### config.mk
export PLATFORM = sky130hd
export DESIGN_NAME = intr_iack_unit
export DESIGN_NICKNAME = d
export VERILOG_FILES = /design/src/rtl/intr_pkg.sv /design/src/rtl/intr_regs.sv /design/src/rtl/intr_line_drv.sv /design/src/rtl/intr_ack_resp.sv /design/src/rtl/intr_iack_unit.sv
export SDC_FILE = /design/constraint.sdc
export NUM_CORES = 1
export LEC_CHECK = 0
export ABC_AREA = 1
export BUFFER_PORTS_ARGS = -buffer_cell sky130_fd_sc_hd__buf_4
export CAP_MARGIN = 15
export CORE_ASPECT_RATIO = 1.4
export CORE_UTILIZATION = 50
export CTS_BUF_LIST = sky130_fd_sc_hd__clkbuf_4 sky130_fd_sc_hd__clkbuf_8
export DETAILED_ROUTE_END_ITERATION = 7
export PLACE_DENSITY = 0.85
export SLEW_MARGIN = 20
export SYNTH_ARGS = -nofsm -noshare
export SYNTH_HDL_FRONTEND = slang
export SYNTH_SLANG_ARGS = --single-unit
### constraint.sdc
create_clock -name clk -period 2.7 [get_ports clk]
set_input_delay 0.27 -clock clk [delete_from_list [all_inputs] [get_ports clk]]
set_output_delay 0.27 -clock clk [all_outputs]
set_load 0.005 [all_outputs]
### src/rtl/intr_pkg.sv
package intr_pkg;
  localparam int unsigned LVL_W   = 3;
  localparam int unsigned NUM_LVL = 7;
  localparam int unsigned VEC_W   = 8;

  localparam int unsigned ADDR_MAP  = 0;
  localparam int unsigned ADDR_VEC  = 1;
  localparam int unsigned ADDR_REQ  = 2;
  localparam int unsigned ADDR_STAT = 3;
  localparam int unsigned ADDR_EN   = 4;

  typedef struct packed {
    logic [LVL_W-1:0] usr_lvl;
    logic [LVL_W-1:0] sw_lvl;
    logic             usr_en;
    logic             sw_en;
  } intr_cfg_t;
endpackage

### src/rtl/intr_regs.sv
module intr_regs
  import intr_pkg::*;
#(
  parameter int unsigned AW = 3,
  parameter int unsigned DW = 8
) (
  input  logic             clk,
  input  logic             rst,
  input  logic             wr_en,
  input  logic             rd_en,
  input  logic [AW-1:0]    reg_addr,
  input  logic [DW-1:0]    wr_data,
  input  logic             usr_req,
  input  logic             sw_ack_clr,
  output intr_cfg_t        cfg,
  output logic [VEC_W-2:0] vec_hi,
  output logic             sw_pend,
  output logic             usr_stat,
  output logic [DW-1:0]    rd_data
);
  localparam logic [AW-1:0] A_MAP  = AW'(ADDR_MAP);
  localparam logic [AW-1:0] A_VEC  = AW'(ADDR_VEC);
  localparam logic [AW-1:0] A_REQ  = AW'(ADDR_REQ);
  localparam logic [AW-1:0] A_STAT = AW'(ADDR_STAT);
  localparam logic [AW-1:0] A_EN   = AW'(ADDR_EN);

  logic ack_flag;
  logic wr_map, wr_vec, wr_req, wr_stat, wr_en_reg;
  logic [VEC_W-1:0] rd_val;

  assign wr_map    = wr_en && (reg_addr == A_MAP);
  assign wr_vec    = wr_en && (reg_addr == A_VEC);
  assign wr_req    = wr_en && (reg_addr == A_REQ);
  assign wr_stat   = wr_en && (reg_addr == A_STAT);
  assign wr_en_reg = wr_en && (reg_addr == A_EN);

  always_ff @(posedge clk) begin
    if (rst) begin
      cfg      <= '0;
      vec_hi   <= '0;
      sw_pend  <= 1'b0;
      usr_stat <= 1'b0;
      ack_flag <= 1'b0;
    end else begin
      if (wr_map) begin
        cfg.usr_lvl <= wr_data[6:4];
        cfg.sw_lvl  <= wr_data[2:0];
      end
      if (wr_en_reg) begin
        cfg.sw_en  <= wr_data[0];
        cfg.usr_en <= wr_data[1];
      end
      if (wr_vec) vec_hi <= wr_data[VEC_W-1:1];
      // software source: set by request write, released by ack or W1C
      if (wr_req && wr_data[0])                      sw_pend <= 1'b1;
      else if (sw_ack_clr || (wr_stat && wr_data[0])) sw_pend <= 1'b0;
      // acknowledge flag
      if (sw_ack_clr)                    ack_flag <= 1'b1;
      else if (wr_stat && wr_data[2])    ack_flag <= 1'b0;
      // user source: input re-sets over a clear
      if (usr_req)                       usr_stat <= 1'b1;
      else if (wr_stat && wr_data[1])    usr_stat <= 1'b0;
    end
  end

  always_comb begin
    rd_val = '0;
    case (reg_addr)
      A_MAP:  rd_val = {1'b0, cfg.usr_lvl, 1'b0, cfg.sw_lvl};
      A_VEC:  rd_val = {vec_hi, 1'b0};
      A_REQ:  rd_val = {7'b0, sw_pend};
      A_STAT: rd_val = {5'b0, ack_flag, usr_stat, sw_pend};
      A_EN:   rd_val = {6'b0, cfg.usr_en, cfg.sw_en};
      default: rd_val = '0;
    endcase
  end

  always_ff @(posedge clk) begin
    if (rst)        rd_data <= '0;
    else if (rd_en) rd_data <= DW'(rd_val);
  end
endmodule

### src/rtl/intr_line_drv.sv
module intr_line_drv
  import intr_pkg::*;
(
  input  logic               clk,
  input  logic               rst,
  input  intr_cfg_t          cfg,
  input  logic               sw_pend,
  input  logic               usr_stat,
  output logic [NUM_LVL-1:0] irq_n
);
  logic sw_live, usr_live;
  assign sw_live  = cfg.sw_en  && sw_pend;
  assign usr_live = cfg.usr_en && usr_stat;

  for (genvar g = 0; g < NUM_LVL; g++) begin : g_line
    localparam logic [LVL_W-1:0] LV = LVL_W'(g + 1);
    logic hit;
    assign hit = (sw_live && (cfg.sw_lvl == LV)) || (usr_live && (cfg.usr_lvl == LV));
    always_ff @(posedge clk) begin
      if (rst) irq_n[g] <= 1'b1;
      else     irq_n[g] <= ~hit;
    end
  end
endmodule

### src/rtl/intr_ack_resp.sv
module intr_ack_resp
  import intr_pkg::*;
(
  input  logic             clk,
  input  logic             rst,
  input  logic             ack_in_n,
  input  logic [LVL_W-1:0] ack_lvl,
  input  intr_cfg_t        cfg,
  input  logic             sw_pend,
  input  logic             usr_stat,
  input  logic [VEC_W-2:0] vec_hi,
  output logic             sw_ack_clr,
  output logic             ack_out_n,
  output logic             vec_ack,
  output logic [VEC_W-1:0] vec_data
);
  logic ack_in_d;
  logic start, sw_hit, usr_hit;

  assign start   = ack_in_d && !ack_in_n;
  assign sw_hit  = cfg.sw_en && sw_pend && (cfg.sw_lvl != '0) && (cfg.sw_lvl == ack_lvl);
  assign usr_hit = cfg.usr_en && usr_stat && (cfg.usr_lvl != '0) && (cfg.usr_lvl == ack_lvl);
  assign sw_ack_clr = start && sw_hit;

  always_ff @(posedge clk) begin
    if (rst) begin
      ack_in_d  <= 1'b1;
      ack_out_n <= 1'b1;
      vec_ack   <= 1'b0;
      vec_data  <= '0;
    end else begin
      ack_in_d <= ack_in_n;
      vec_ack  <= start && (sw_hit || usr_hit);
      if (start && sw_hit)       vec_data <= {vec_hi, 1'b0};
      else if (start && usr_hit) vec_data <= {vec_hi, 1'b1};
      if (ack_in_n)                          ack_out_n <= 1'b1;
      else if (start && !sw_hit && !usr_hit) ack_out_n <= 1'b0;
    end
  end
endmodule

### src/rtl/intr_iack_unit.sv
module intr_iack_unit
  import intr_pkg::*;
#(
  parameter int unsigned AW = 3,
  parameter int unsigned DW = 8
) (
  input  logic               clk,
  input  logic               rst,
  input  logic               wr_en,
  input  logic               rd_en,
  input  logic [AW-1:0]      reg_addr,
  input  logic [DW-1:0]      wr_data,
  output logic [DW-1:0]      rd_data,
  input  logic               usr_req,
  input  logic               ack_in_n,
  input  logic [LVL_W-1:0]   ack_lvl,
  output logic               ack_out_n,
  output logic               vec_ack,
  output logic [VEC_W-1:0]   vec_data,
  output logic [NUM_LVL-1:0] irq_n
);
  intr_cfg_t        cfg;
  logic [VEC_W-2:0] vec_hi;
  logic             sw_pend, usr_stat, sw_ack_clr;

  intr_regs #(.AW(AW), .DW(DW)) regs_i (
    .clk(clk), .rst(rst), .wr_en(wr_en), .rd_en(rd_en), .reg_addr(reg_addr),
    .wr_data(wr_data), .usr_req(usr_req), .sw_ack_clr(sw_ack_clr), .cfg(cfg),
    .vec_hi(vec_hi), .sw_pend(sw_pend), .usr_stat(usr_stat), .rd_data(rd_data)
  );

  intr_line_drv lines_i (
    .clk(clk), .rst(rst), .cfg(cfg), .sw_pend(sw_pend), .usr_stat(usr_stat),
    .irq_n(irq_n)
  );

  intr_ack_resp resp_i (
    .clk(clk), .rst(rst), .ack_in_n(ack_in_n), .ack_lvl(ack_lvl), .cfg(cfg),
    .sw_pend(sw_pend), .usr_stat(usr_stat), .vec_hi(vec_hi),
    .sw_ack_clr(sw_ack_clr), .ack_out_n(ack_out_n), .vec_ack(vec_ack),
    .vec_data(vec_data)
  );
endmodule

# Yosys cells after proc, flatten, opt, wreduce, memory -nomap -nowiden
# Cells that the tools add are included.
# totals
word_cells	113
output_inout_bits	25
regBits	44
input_bits	20
# classes
bitwise	7
mux	9
reduce_logical	56
n_eq_ne	20
# op_table
cell	count
case mux 8 bit (5 select lines)	1
logical AND 1 bit	35
== test 3 bit, second input constant	9
== test 3 x 2 -> 1 bit, second input constant	6
two-way mux 8 bit	2
== test 3 x 1 -> 1 bit, second input constant	3
logical OR 1 bit	9
nonzero test 2 bit	4
inverter 1 bit	7
== test 3 bit	2
two-way mux 1 bit	6
nonzero test 3 bit	2
OR reduction 2 bit	2
logical NOT 1 bit	3
logical NOT 3 bit	1

# Depth between registers and ports, before layout
# depth
word_depth	7
ltp_mapped	9
mapped_depth_nobuf	8

# Hierarchy
# A second synthesis with hierarchy kept.
# hier_totals
cells_unflattened	302
area_unflattened_um2	2100.8
# by_module_without_submodules
module	n_inst	seq_area_each_um2	area_per_inst_um2	cells_each
intr_regs	1	520.5	1098.6	150
intr_ack_resp	1	220.2	665.6	94
intr_line_drv	1	140.1	336.6	58

# Least setup slack after synthesis
# OpenSTA, ideal clock, no wires.
# synth_path
kind	reg2reg
start	register regs_i.cfg[2] (netlist name)
end	register resp_i.vec_data[1]
path_buffers	1
stages_incl_launch_ff	9
required_ns	2.587
t_arrival_ns	1.121
period_less_slack_ns	1.234
setup_time_ns	0.113
slack_ns	1.466
path_cell_list	dfxtp_1 inv_2 nand2_1 nand2_1 nor2_4 nand4_4 buf_6 a21oi_2 nor2_1
# synth_between
elab_chain_len	5
elab_cells_between_ends	7
classes_between	1 x eq/ne; 1 x mux; 5 x reduce/logical
# synth_lines
element	line_no	rtl
nonzero test 3 bit	intr_ack_resp.sv:21	assign sw_hit = cfg.sw_en && sw_pend && (cfg.sw_lvl != '0) && (cfg.sw_lvl == ack_lvl);
logical AND 1 bit	intr_ack_resp.sv:21	
logical AND 1 bit *	intr_ack_resp.sv:21	
logical AND 1 bit *	intr_ack_resp.sv:34	if (start && sw_hit) vec_data <= {vec_hi, 1'b0};
two-way mux 8 bit or nonzero test 2 bit (tied branches)	n/a	
to (signal assigned)	intr_ack_resp.sv:34	
to (signal assigned)	intr_ack_resp.sv:35	else if (start && usr_hit) vec_data <= {vec_hi, 1'b1};
to (decl)	intr_ack_resp.sv:15	output logic [VEC_W-1:0] vec_data
# Mark *: on every way between the ends. The rest lies on a longest branch, timed or not.
# A chain may end at the register's enable or synchronous reset.

# Worst setup path after layout
# layout_path
start	register regs_i.cfg[3] (netlist name)
end	register resp_i.vec_data[2]
# layout_between
elab_chain_len	5
elab_cells_between_ends	7
classes_between	1 x eq/ne; 1 x mux; 5 x reduce/logical
# layout_lines
element	line_no
nonzero test 3 bit	intr_ack_resp.sv:21
logical AND 1 bit	intr_ack_resp.sv:21
logical AND 1 bit *	intr_ack_resp.sv:21
logical AND 1 bit *	intr_ack_resp.sv:34
two-way mux 8 bit or nonzero test 2 bit (tied branches)	n/a
# Marked as above.

==> results.sh <==
export IMPL_yosysUniqueCellTypes=25
export IMPL_async_flop_share_pct=0
export IMPL_yosys_warnings=0
export IMPL_drt_iter0_drc=71
export IMPL_syn_inst=267
export IMPL_root_buffer="clkbuf_8"
export IMPL_vias=1868
export IMPL_multi_input_area_um2=897.1
export IMPL_switching_power_mw=0.2972
export IMPL_ios=45
export IMPL_cp_max_fo=17
export IMPL_critPathRequiredTime_ns=2.94
export IMPL_placed_area_mm2=0.002303
export IMPL_grt_pass1_vias=1755
export IMPL_yosysMostFrequentCell="nand2_1"
export IMPL_route_detailed_drc=0
export IMPL_min_delay_start="usr_req"
export IMPL_grt_max_degree=32
export IMPL_fp_dieW_um=55.06
export IMPL_worst_setup_path_end_kind="register"
export IMPL_start_kind="register"
export IMPL_cts_buffers=5
export IMPL_finalCritPeriodShare_pct=53.47
export IMPL_cts_buffer_depth=2
export IMPL_synth_area_leaders="dfxtp_1 (45%), nand2_1 (13%), inv_1 (6.3%), a21oi_1 (5.8%), o21ai_0 (5.3%)"
export IMPL_antenna_found_initial=0
export IMPL_syn_area_per_cell_um2=7.381
export IMPL_power_mw=1.285
export IMPL_synth_fp_nets=287
export IMPL_r2r_start="regs_i.cfg[3]"
export IMPL_clkLatencyLatePin_ns=0.30
export IMPL_layout_drive_gt1_share_pct=24.12
export IMPL_syn_area_mm2=0.001971
export IMPL_design_area_mm2=0.002415
export IMPL_cp_arrival_ns=1.69
export IMPL_cts_setup_buffers=0
export IMPL_critPathKind="register to register"
export IMPL_startpoint="regs_i.cfg[3]"
export IMPL_fin_setup_tns_ns=0
export IMPL_start_util_pct=53.14
export IMPL_synth_top_cell_by_area="dfxtp_1"
export IMPL_hold_viol_final=0
export IMPL_grt_first_pass_wirelength_mm=7.334
export IMPL_via_per_inst=5.292
export IMPL_p_int_mw=0.9881
export IMPL_pwr_share_clk_pct=39.4
export IMPL_worstMarginPinSlew_ns=0.8057
export IMPL_dr_pass1_iters=4
export IMPL_slew_headroom_pct=46.23
export IMPL_seqCellArea_um2=880.8
export IMPL_row_count=26
export IMPL_holdCritPathClass="input port to register"
export IMPL_cts_tree="built"
export IMPL_coreArea_mm2=0.003709
export IMPL_maxCapViolations=0
export IMPL_clock_sinks=44
export IMPL_ys_flop_type="dfxtp_1"
export IMPL_nFillCells=341
export IMPL_synthTopCellsByCount="nand2_1 (66), dfxtp_1 (44), inv_1 (33)"
export IMPL_sequentialPowerShare_pct=52.3
export IMPL_portBuffers=44
export IMPL_dp_hpwl_mm=3.295
export IMPL_finalCriticalPeriod_ns=1.444
export IMPL_fin_util_pct=65.11
export IMPL_p_comb_share_pct=8.3
export IMPL_grt_use_total_pct=23.64
export IMPL_nets=330
export IMPL_synth_edf_count=0
export IMPL_finalSetupViolCount=0
export IMPL_area_growth_pct=22.54
export IMPL_grt_ovfl_total=0
export IMPL_die_h_um=76.28
export IMPL_synth_seq_cells=44
export IMPL_clk_pin_slew_ns=0.08
export IMPL_ant_nets=0
export IMPL_p_sw_share_pct=23.12
export IMPL_max_freq_ghz=0.6926
export IMPL_wl_mm=4.438
export IMPL_cts_resized=0
export IMPL_status="completed"
export IMPL_rsz0062_at_grt="false"
export IMPL_dieArea_mm2=0.004200
export IMPL_vdd_drop_max_v=0.0004124
export IMPL_p_leak_nw=1.053
export IMPL_ys_seq_area_share_pct=44.70
export IMPL_drt_wirelength_per_cell_um=12.57
export IMPL_synth_top_area_share_pct=44.70
export IMPL_holdBufCountCts=0
export IMPL_slew_viol_final=0
export IMPL_p_per_area_mw_per_mm2=532.2
export IMPL_htree_num_levels=2
export IMPL_finalClockSkew_ns=0.007510
export IMPL_antenna_cells=0
export IMPL_gp_congestion=0.8710
[stage by stage]
step | std cells | worst slack (ns) | hold WS [ns]
after detailed placement | 345 | 1.207 | 0.4432
after global routing | 353 | 1.051 | 0.2091
final | 353 | 1.256 | 0.1930
after global placement | 345 | 1.274 | 0.4310
after floorplan | 267 | 1.466 | 0.3485
after CTS | 353 | 1.237 | 0.1906
[final timing paths]
path	cells past startpoint	slack, ns	end
setup / recovery	8	1.26	resp_i.vec_data[2]
hold / removal	3	0.19	regs_i.usr_stat
setup reg to reg	8	1.26	resp_i.vec_data[2]
hold reg to reg	2	0.45	resp_i.ack_out_n
[final cells by class]
type	instances	area share (%)
flip-flops and latches	44	36.48
repair buffers	44	13.68
clock inverters	2	1.451
inverters	38	5.907
clock buffers	6	3.161
well taps	42	2.176
multi-input cells	177	37.15
[per-layer routing]
metal / GRT usage (%) / vias up / part of all wire [%]
met4: 11.00 / 0 / 2.2
met5: 0 / - / 0
met3: 4.192 / 10 / 3.9
met1: 26.38 / 869 / 40
met2: 40.72 / 44 / 54
li1: - / 945 / -
[worst max-delay path, cell delays in order, from the launching register on]
cell	delay, ns
dfxtp_1	0.42
inv_2	0.08
nand2_1	0.08
nand2_1	0.05
nand2_1	0.12
nand4_4	0.29
nand3_1	0.17
nand2_1	0.06
nor2_1	0.10
[cell families after synthesis]
logic type / count (synthesis) / synth area share [%]
and+or+nand+nor: 112 / 26.48
AOI/OAI and AO/OA: 64 / 18.60
xor gates and xnor gates: 1 / 0.4445
buffers and inverters: 46 / 9.778
DFF: 44 / 44.70
[sequential cells by signal (all words and copies together) (netlist names)]
name,count
regs_i.sw_pend,1
regs_i.vec_hi,7
resp_i.ack_out_n,1
resp_i.vec_data,8
regs_i.cfg,8
resp_i.ack_in_d,1
regs_i.ack_flag,1
lines_i.irq_n,7
regs_i.rd_data,8
regs_i.usr_stat,1
resp_i.vec_ack,1
[layout by cell type (no fill, tap or decap), types with 2 or more instances in the layout]
master / synthesis / layout
nand2_1: 66 / 66
o21ai_0: 21 / 21
nor2_4: 3 / 3
a21oi_1: 23 / 23
inv_1: 33 / 33
nand2_2: 3 / 3
inv_2: 5 / 5
buf_4: 1 / 44
nand3_1: 13 / 13
nor2_1: 21 / 21
a21oi_2: 7 / 7
dfxtp_1: 44 / 44
o22ai_1: 10 / 10
o211ai_1: 2 / 2
clkbuf_8: 0 / 5
[power groups by stage]
stage,combinational (mW),sequential (mW),clock (mW)
global placement,0.103,0.687,0
detailed placement,0.105,0.687,0
finish,0.107,0.672,0.506
CTS,0.107,0.671,0.511
global route,0.119,0.673,0.536
floorplan,0.0608,0.685,0
Power figures use the tool's default switching activity.
